### config.mk
export PLATFORM = sky130hd
export DESIGN_NAME = lrsc_timed_arbiter
export DESIGN_NICKNAME = d
export VERILOG_FILES = /design/src/rtl/lrsc_arb_pkg.sv /design/src/rtl/lrsc_window_ctr.sv /design/src/rtl/lrsc_core_fsm.sv /design/src/rtl/lrsc_timed_arbiter.sv
export SDC_FILE = /design/constraint.sdc
export NUM_CORES = 1
export LEC_CHECK = 0
export BUFFER_PORTS_ARGS = -buffer_cell sky130_fd_sc_hd__buf_2
export CAP_MARGIN = 20
export CORE_MARGIN = 2
export CORE_UTILIZATION = 62
export DETAILED_ROUTE_END_ITERATION = 10
export GPL_TIMING_DRIVEN = 0
export PLACE_DENSITY = 0.86
export SETUP_SLACK_MARGIN = 0.3
export SKIP_LAST_GASP = 1
export SYNTH_ARGS = -nofsm -noshare
export SYNTH_HDL_FRONTEND = slang
export SYNTH_SLANG_ARGS = --single-unit
### constraint.sdc
create_clock -name clk -period 3.85 [get_ports clk]
set_input_delay 0.1925 -clock clk [delete_from_list [all_inputs] [get_ports clk]]
set_output_delay 0.1925 -clock clk [all_outputs]
set_load 0.01 [all_outputs]
### src/rtl/lrsc_arb_pkg.sv
package lrsc_arb_pkg;

    typedef enum logic [1:0] {
        RS_IDLE = 2'd0,
        RS_HOLD = 2'd1,
        RS_WAIT = 2'd2
    } rsv_state_e;

    localparam int unsigned NUM_CORES = 2;

endpackage

### src/rtl/lrsc_window_ctr.sv
module lrsc_window_ctr #(
    parameter int unsigned WINDOW = 64,
    localparam int unsigned CW    = $clog2(WINDOW + 1)
) (
    input  logic          clk,
    input  logic          rst_n,
    input  logic          load_i,
    input  logic          dec_i,
    output logic [CW-1:0] cnt_o,
    output logic          last_o
);

    logic [CW-1:0] cnt_q;

    always_ff @(posedge clk) begin
        if (!rst_n) begin
            cnt_q <= '0;
        end else if (load_i) begin
            cnt_q <= CW'(WINDOW);
        end else if (dec_i && (cnt_q != '0)) begin
            cnt_q <= cnt_q - CW'(1);
        end
    end

    assign cnt_o  = cnt_q;
    assign last_o = (cnt_q == CW'(1));

endmodule

### src/rtl/lrsc_core_fsm.sv
module lrsc_core_fsm
    import lrsc_arb_pkg::*;
#(
    parameter int unsigned AW       = 32,
    parameter int unsigned WINDOW   = 64,
    parameter bit          PRIO_LOW = 1'b1,
    localparam int unsigned CW      = $clog2(WINDOW + 1)
) (
    input  logic          clk,
    input  logic          rst_n,
    input  logic          lr_i,
    input  logic          sc_i,
    input  logic          retire_i,
    input  logic [AW-1:0] addr_i,
    input  logic          peer_hold_i,
    input  logic          peer_leave_i,
    input  logic          peer_take_i,
    input  logic [AW-1:0] peer_res_addr_i,
    input  logic [AW-1:0] peer_req_addr_i,
    output logic          hold_o,
    output logic          stall_o,
    output logic          take_o,
    output logic          leave_o,
    output logic [AW-1:0] res_addr_o,
    output logic          sc_done_o,
    output logic          sc_fail_o
);

    rsv_state_e    state_q, state_d;
    logic [AW-1:0] res_addr_q;
    logic          ctr_load, ctr_dec, ctr_last;
    logic [CW-1:0] ctr_cnt;
    logic          blocked_hold, blocked_take, blocked;
    logic          lr_only, sc_hit;
    logic          done_d, fail_d;
    logic          done_q, fail_q;

    // Conflict detection against the peer's live or incoming reservation
    assign blocked_hold = peer_hold_i && !peer_leave_i && (peer_res_addr_i == addr_i);
    assign blocked_take = !PRIO_LOW && peer_take_i && (peer_req_addr_i == addr_i);
    assign blocked      = blocked_hold || blocked_take;
    assign lr_only      = lr_i && !sc_i;
    assign sc_hit       = sc_i && (res_addr_q == addr_i);

    // Next-state decode
    always_comb begin
        state_d = state_q;
        unique case (state_q)
            RS_IDLE: begin
                if (lr_only) begin
                    state_d = blocked ? RS_WAIT : RS_HOLD;   // park or grant
                end
            end
            RS_HOLD: begin
                if (sc_i || (retire_i && ctr_last)) begin
                    state_d = RS_IDLE;                       // release
                end
            end
            RS_WAIT: begin
                if (peer_leave_i || !peer_hold_i) begin
                    state_d = RS_HOLD;                       // hand-over
                end
            end
            default: state_d = RS_IDLE;
        endcase
    end

    // State register and reserved address
    always_ff @(posedge clk) begin
        if (!rst_n) begin
            state_q    <= RS_IDLE;
            res_addr_q <= '0;
        end else begin
            state_q <= state_d;
            if ((state_q == RS_IDLE) && lr_only) begin
                res_addr_q <= addr_i;
            end
        end
    end

    // Window counter control
    assign ctr_load = (state_d == RS_HOLD) && (state_q != RS_HOLD);
    assign ctr_dec  = (state_q == RS_HOLD) && retire_i && !sc_i;

    lrsc_window_ctr #(
        .WINDOW (WINDOW)
    ) u_ctr (
        .clk    (clk),
        .rst_n  (rst_n),
        .load_i (ctr_load),
        .dec_i  (ctr_dec),
        .cnt_o  (ctr_cnt),
        .last_o (ctr_last)
    );

    // SC outcome, resolved in the cycle the SC is sampled
    always_comb begin
        done_d = 1'b0;
        fail_d = 1'b0;
        unique case (state_q)
            RS_IDLE: begin
                done_d = sc_i;
                fail_d = sc_i;
            end
            RS_HOLD: begin
                done_d = sc_i;
                fail_d = sc_i && !sc_hit;
            end
            RS_WAIT: begin
                done_d = 1'b0;
                fail_d = 1'b0;
            end
            default: begin
                done_d = 1'b0;
                fail_d = 1'b0;
            end
        endcase
    end

    always_ff @(posedge clk) begin
        if (!rst_n) begin
            done_q <= 1'b0;
            fail_q <= 1'b0;
        end else begin
            done_q <= done_d;
            fail_q <= fail_d;
        end
    end

    // Output decode
    always_comb begin
        hold_o     = (state_q == RS_HOLD) && (ctr_cnt != '0);
        stall_o    = (state_q == RS_WAIT);
        take_o     = (state_q == RS_IDLE) && lr_only && !blocked;
        leave_o    = (state_q == RS_HOLD) && (sc_i || (retire_i && ctr_last));
        res_addr_o = res_addr_q;
        sc_done_o  = done_q;
        sc_fail_o  = fail_q;
    end

endmodule

### src/rtl/lrsc_timed_arbiter.sv
module lrsc_timed_arbiter
    import lrsc_arb_pkg::*;
#(
    parameter int unsigned AW     = 32,
    parameter int unsigned WINDOW = 64
) (
    input  logic          clk,
    input  logic          rst_n,
    input  logic [1:0]    lr_i,
    input  logic [1:0]    sc_i,
    input  logic [1:0]    retire_i,
    input  logic [AW-1:0] addr0_i,
    input  logic [AW-1:0] addr1_i,
    output logic [1:0]    stall_o,
    output logic [1:0]    sc_done_o,
    output logic [1:0]    sc_fail_o
);

    logic [AW-1:0] req_addr_w [NUM_CORES];
    logic [AW-1:0] res_addr_w [NUM_CORES];
    logic          hold_w     [NUM_CORES];
    logic          leave_w    [NUM_CORES];
    logic          take_w     [NUM_CORES];

    assign req_addr_w[0] = addr0_i;
    assign req_addr_w[1] = addr1_i;

    for (genvar g = 0; g < NUM_CORES; g++) begin : g_core
        localparam int P = NUM_CORES - 1 - g;

        lrsc_core_fsm #(
            .AW       (AW),
            .WINDOW   (WINDOW),
            .PRIO_LOW (g == 0)
        ) u_fsm (
            .clk             (clk),
            .rst_n           (rst_n),
            .lr_i            (lr_i[g]),
            .sc_i            (sc_i[g]),
            .retire_i        (retire_i[g]),
            .addr_i          (req_addr_w[g]),
            .peer_hold_i     (hold_w[P]),
            .peer_leave_i    (leave_w[P]),
            .peer_take_i     (take_w[P]),
            .peer_res_addr_i (res_addr_w[P]),
            .peer_req_addr_i (req_addr_w[P]),
            .hold_o          (hold_w[g]),
            .stall_o         (stall_o[g]),
            .take_o          (take_w[g]),
            .leave_o         (leave_w[g]),
            .res_addr_o      (res_addr_w[g]),
            .sc_done_o       (sc_done_o[g]),
            .sc_fail_o       (sc_fail_o[g])
        );
    end

endmodule

## Word level (Yosys, flattened, before mapping)

Index checks and enable logic that the tools add are counted.

- Register bits after elaboration: 86
- Input port bits: 72
- Output and inout port bits: 6
- Logic and storage cells: 100

- $add $sub $neg: 2
- Eq/ne operators: 15
- Multiplexer cells: 16
- Bitwise gates (word level): 1
- Reduce and logical (&&, ||, !) cells: 54

Operators with widths:

| cell | count |
|---|---|
| equality test 32 bit | 5 |
| logical AND 1 bit | 28 |
| 2-to-1 mux 7 bit | 4 |
| 2-to-1 mux 2 bit | 8 |
| equality test 7 x 1 -> 1 bit, second input constant | 2 |
| nonzero test 7 bit | 2 |
| subtractor 7 x 1 -> 7 bit, second input constant | 2 |
| one-hot mux 2 bit (3 select lines) | 2 |
| zero test 1 bit | 9 |
| equality test 2 x 1 -> 1 bit, second input constant | 4 |
| OR reduction 2 bit | 4 |
| logical OR 1 bit | 5 |
| equality test 2 bit, second input constant | 2 |
| zero test 2 bit | 2 |
| != test 2 x 1 -> 1 bit, second input constant | 2 |
| one-hot mux 1 bit (2 select lines) | 2 |
| AND reduction 2 bit | 2 |
| nonzero test 2 bit | 2 |
| NOT 1 bit | 1 |

## Longest topological paths before layout

- Word-level depth: 17
- Depth in mapped cells: 8

## Cells and area by module

A second synthesis with hierarchy kept.

- Cells, all modules: 641
- Area total of the unflattened synthesis: 5381.4 um2

Modules (own cells, without submodules):

| module | times used | cells an instance | area an instance (um2) | seq. area each (um2) |
|---|---|---|---|---|
| lrsc_core_fsm at g_core[1].u_fsm | 1 | 297 | 2471.1 | 720.7 |
| lrsc_core_fsm at g_core[0].u_fsm | 1 | 254 | 2109.5 | 720.7 |
| lrsc_window_ctr | 2 | 45 | 400.4 | 140.1 |

## Worst setup path after synthesis

OpenSTA, ideal clock, no wires.

- Path kind: flip-flop to flip-flop
- From: register g_core[1].u_fsm.u_ctr.cnt_q[0]
- To: register g_core[0].u_fsm.u_ctr.cnt_q[6]
- Library setup time: 0.115 ns
- Data arrival time: 1.745 ns
- Required time: 3.735 ns
- Slack: 1.991 ns
- Stages on the path, launching flop included: 8
- Buffers on the path: 0
- Period minus slack after synthesis: 1.859 ns
- Cells stage by stage: dfxtp_1 inv_1 ha_1 a21o_1 a31o_2 nand3b_1 a22o_1 o21a_1

- Word-level cells in the longest chain between the ends: 13

RTL lines:

| what | line | text |
|---|---|---|
| start: declaration | lrsc_window_ctr.sv:13 | `logic [CW-1:0] cnt_q;` |
| start signal: assignment | lrsc_window_ctr.sv:19 | `cnt_q <= CW'(WINDOW);` |
| start signal: assignment | lrsc_window_ctr.sv:21 | `cnt_q <= cnt_q - CW'(1);` |
| equality test 7 x 1 -> 1 bit | lrsc_window_ctr.sv:26 | `assign last_o = (cnt_q == CW'(1));` |
| logical AND 1 bit | lrsc_core_fsm.sv:135 | `leave_o = (state_q == RS_HOLD) && (sc_i \|\| (retire_i && ctr_last));` |
| logical OR 1 bit | lrsc_core_fsm.sv:135 |  |
| logical AND 1 bit | lrsc_core_fsm.sv:135 |  |
| zero test 1 bit | lrsc_core_fsm.sv:39 | `assign blocked_hold = peer_hold_i && !peer_leave_i && (peer_res_addr_i == addr_i);` |
| logical AND 1 bit (2 in a row) | lrsc_core_fsm.sv:39 |  |
| 2-to-1 mux 2 bit | lrsc_core_fsm.sv:51 | `state_d = blocked ? RS_WAIT : RS_HOLD;` |
| 2-to-1 mux 2 bit | lrsc_core_fsm.sv:50 | `if (lr_only) begin` |
| one-hot mux 2 bit (3 select lines) (*) | lrsc_core_fsm.sv:48 | `unique case (state_q)` |
| equality test 2 x 1 -> 1 bit (*) | lrsc_core_fsm.sv:82 | `assign ctr_load = (state_d == RS_HOLD) && (state_q != RS_HOLD);` |
| logical AND 1 bit (*) | lrsc_core_fsm.sv:82 |  |
| 2-to-1 mux 7 bit or nonzero test 2 bit (tied branches) | - |  |
| end signal: assignment | lrsc_window_ctr.sv:19 |  |
| end signal: assignment | lrsc_window_ctr.sv:21 |  |
| end: declaration | lrsc_window_ctr.sv:13 |  |

Mark *: on every way between the ends. The rest lies on a longest branch, timed or not.
A chain may end at the register's enable or synchronous reset.

## Worst setup path in the final report

- From: register g_core[1].u_fsm.res_addr_q[26]
- To: register g_core[0].u_fsm.u_ctr.cnt_q[6]

- Word-level cells in the longest chain between the ends: 8

RTL lines:

| what | line | text |
|---|---|---|
| start: declaration | lrsc_core_fsm.sv:30 | `logic [AW-1:0] res_addr_q;` |
| start signal: assignment | lrsc_core_fsm.sv:76 | `res_addr_q <= addr_i;` |
| equality test 32 bit (*) | lrsc_core_fsm.sv:39 |  |
| logical AND 1 bit (*) | lrsc_core_fsm.sv:39 |  |
| 2-to-1 mux 2 bit (*) | lrsc_core_fsm.sv:51 |  |
| 2-to-1 mux 2 bit (*) | lrsc_core_fsm.sv:50 |  |
| one-hot mux 2 bit (3 select lines) (*) | lrsc_core_fsm.sv:48 |  |
| equality test 2 x 1 -> 1 bit (*) | lrsc_core_fsm.sv:82 |  |
| logical AND 1 bit (*) | lrsc_core_fsm.sv:82 |  |
| 2-to-1 mux 7 bit or nonzero test 2 bit (tied branches) | - |  |

Marked as above.

==> flow_summary_export.csv <==
group,metric,value,unit
final_layout,layout_common_cells,"142 x nand2_1, 95 x xnor2_1, 86 x dfxtp_1",
synthesis,async_reset_ff_share,0,%
cts,cts.sinks,86,
critical_path,worstPathRequired,4.11,ns
synthesis,seq_area_frac_synth,32.6,%
global_routing,grtUsageTotal,35.8,%
synthesis,syn-cell-area,5280,um2
final_layout,num_antenna_cells,0,
final_layout,layout_commonest_cell,"nand2_1",
cts,cts_tree,"yes",
sta,finalWorstSetupSlack,1.19,ns
floorplan,rows,33,
run,max_cap_viol_count,0,
sta,finalCriticalPeriod,2.66,ns
global_routing,antenna_found_initial,0,
final_layout,final_core_util,72.5,%
cts,cts-root-buf,"clkbuf_8",
cts,cts_buffer_depth,2,
sta,tightest_slew,0.859,ns
critical_path,startpoint_type,"flop",
synthesis,synth_area_leaders,"dfxtp_1 33%, xnor2_1 16%, xor2_1 13%",
placement,numPortBuffers,77,
floorplan,die_width,96.3,um
critical_path,cp_max_fo,7,
cts,h-tree-depth,3,
synthesis,synth_edf_count,0,
synthesis,syn-mean-instance-area,8.43,um2
floorplan,die_area,9270,um2
synthesis,synth_top_cell_by_area,"dfxtp_1",
routing,vias_per_cell,5.87,
floorplan,fp.coreArea,8220,um2
final_layout,area_growth,12.7,%
power,powerDensity,327,nW/um2
critical_path,cp-endpoint,"g_core[0].u_fsm.u_ctr.cnt_o[6]",
sta,rsz0062_at_grt,"false",
sta,maxSlewHeadroom,42.2,%
power,peakVddDrop,0.000247,V
final_layout,multi_input_area,3400,um2
critical_path,critPathArrivalTime,2.92,ns
final_layout,drive_gt1_share,15.2,%
cts,ctsResizeCount,0,
run_status,status,"finished, final reports clean",
synthesis,synth.top_cell.area_share,32.6,%
sta,fin_skew,0.00541,ns
cts,cts-buffers-inserted,9,
routing,drc,0,
cts,clk_pin_slew,0.09,ns
sta,finalHoldViolations,0,
critical_path,rr_worst_depth,6,
power,power.leakage,2.14,nW
routing,wirelength,16.2,mm
synthesis,ys_ff_latch,86,
cts,clk_latency,0.37,ns
floorplan,ios,78,
global_routing,grt_pass1_vias,4530,
final_layout,final-seq-area,1720,um2
synthesis,synthCells,626,
routing,postRouteAntennaNets,0,
min_path,hp-class,"primary input to flop",
routing,dr.pass1.iters,6,
global_routing,grt_start_max_net_pins,14,
placement,dp_hpwl,12.9,mm
sta,max_freq,377,MHz
cts,ctsHoldBuffers,0,
critical_path,crit_start,"g_core[1].u_fsm.res_addr_o[26]",
final_layout,nets,792,
routing,via_count,4835,
placement,dpl_cell_area,5800,um2
global_routing,grt-ovfl-total,0,
sta,maxSlewViolCount,0,
synthesis,syn-num-nets,704,
sta,setup_viol,0,
floorplan,start_util,64.3,%
cts,cts_setup_buffers,0,
final_layout,fin_area,5950,um2
critical_path,r2r-start,"g_core[1].u_fsm.res_addr_o[26]",
critical_path,r2r_end,"g_core[0].u_fsm.u_ctr.cnt_o[6]",
routing,drtIter0Drc,382,
critical_path,crit_path_end_kind,"flop",
critical_path,r2r_slack,1.19,ns
placement,pre_cts_slack,1.30,ns
routing,wl_per_cell,19.6,um
floorplan,chipHeight,96.3,um
sta,timing.final.crit_share,69.0,%
critical_path,worstSetupPathType,"flop to flop",
synthesis,yosysWarnings,0,
global_routing,grt_pass1_wl,23.8,mm
sta,setup_tns,0,ns
placement,gp_congestion,0.989,
synthesis,synthFlopType,"dfxtp_1",
min_path,hold_start,"sc_i[1]",
final_layout,fillers,651,
synthesis,synth.distinct_cells,46,
## worst min-delay path by stage
stage / to / slack, ns / depth (start not counted)
6_report: g_core[1].u_fsm.sc_done_o / 0.09 / 3
2_1_floorplan: g_core[0].u_fsm.sc_done_o / 0.33 / 2
4_1_cts: g_core[1].u_fsm.sc_done_o / 0.08 / 3
3_3_place_gp: g_core[1].u_fsm.sc_done_o / 0.47 / 3
5_1_grt: g_core[1].u_fsm.sc_done_o / 0.1 / 3
3_5_place_dp: g_core[1].u_fsm.sc_done_o / 0.47 / 3
## power by group
part | internal, mW | leakage (nW) | switching, mW
combinational | 0.164 | 1.36 | 0.244
clock | 0.230 | 0.0752 | 0.340
sequential | 0.926 | 0.702 | 0.0407
total | 1.32 | 2.14 | 0.625
## state kept, by name, summed over array words and instances, names as in the netlist
name	flops
g_core.u_fsm.u_ctr.cnt_o	14
g_core.u_fsm.res_addr_o	64
g_core.u_fsm.sc_done_o	2
g_core.u_fsm.state_q	4
g_core.u_fsm.sc_fail_o	2
## cells in the mapped netlist (2+ instances only)
library cell and number:
nand2_1 142, inv_1 7, nor3_1 11, nor3_2 2
ha_1 6, xor2_1 77, o21ai_0 2, xnor2_1 95
nor3b_1 5, a21boi_0 65, a21oi_1 3, nand4_1 27
nor4_1 25, nand3_1 7, nor2b_1 2, dfxtp_1 86
buf_4 6, clkbuf_1 20, nor2_1 8, buf_1 2
and3_1 2, a31oi_1 2
## cell type report
| cell class | count | share of cell area, % |
|---|---|---|
| inverter | 7 | 0.441 |
| buffer | 28 | 2.14 |
| clock buffer | 11 | 2.21 |
| tap | 105 | 2.21 |
| multi-input combinational | 505 | 57.2 |
| clock inverter | 4 | 0.420 |
| timing repair buffer | 77 | 6.47 |
| sequential | 86 | 28.9 |
## cells by family after synthesis
family | after synthesis | synth area share [%]
buffers and inverters | 35 | 2.91
adders and majority gates | 6 | 1.42
xor gates and xnor gates | 172 | 28.5
DFF | 86 | 32.6
AOI/OAI and AO/OA | 86 | 12.7
and+or+nand+nor | 241 | 21.8
## metrics by stage
step	hold WS, ns	total power [mW]	instances
4_1_cts	0.0817	1.93	823
3_5_place_dp	0.472	1.38	808
6_report	0.0865	1.94	823
5_1_grt	0.0965	2.00	823
2_1_floorplan	0.331	1.20	626
3_3_place_gp	0.468	1.37	808
## layer usage
metal	up-vias	part of all wire [%]	global-route usage (%)	routed length [um]
met3	38	11	7.99	1700
met1	2249	41	48.0	6680
met5	-	0	0	0
met4	0	3.4	14.0	542
met2	265	45	55.9	7250
li1	2283	-	-	-
## critical path: stages, from the launching register on
cell and delay [ns]:
dfxtp_1 0.35, xnor2_1 0.32, nand4_1 0.13, nor4_1 0.76, nand3b_1 0.40, a22o_1 0.38, o21a_1 0.21
No activity file was read; power rests on OpenSTA's default activity.
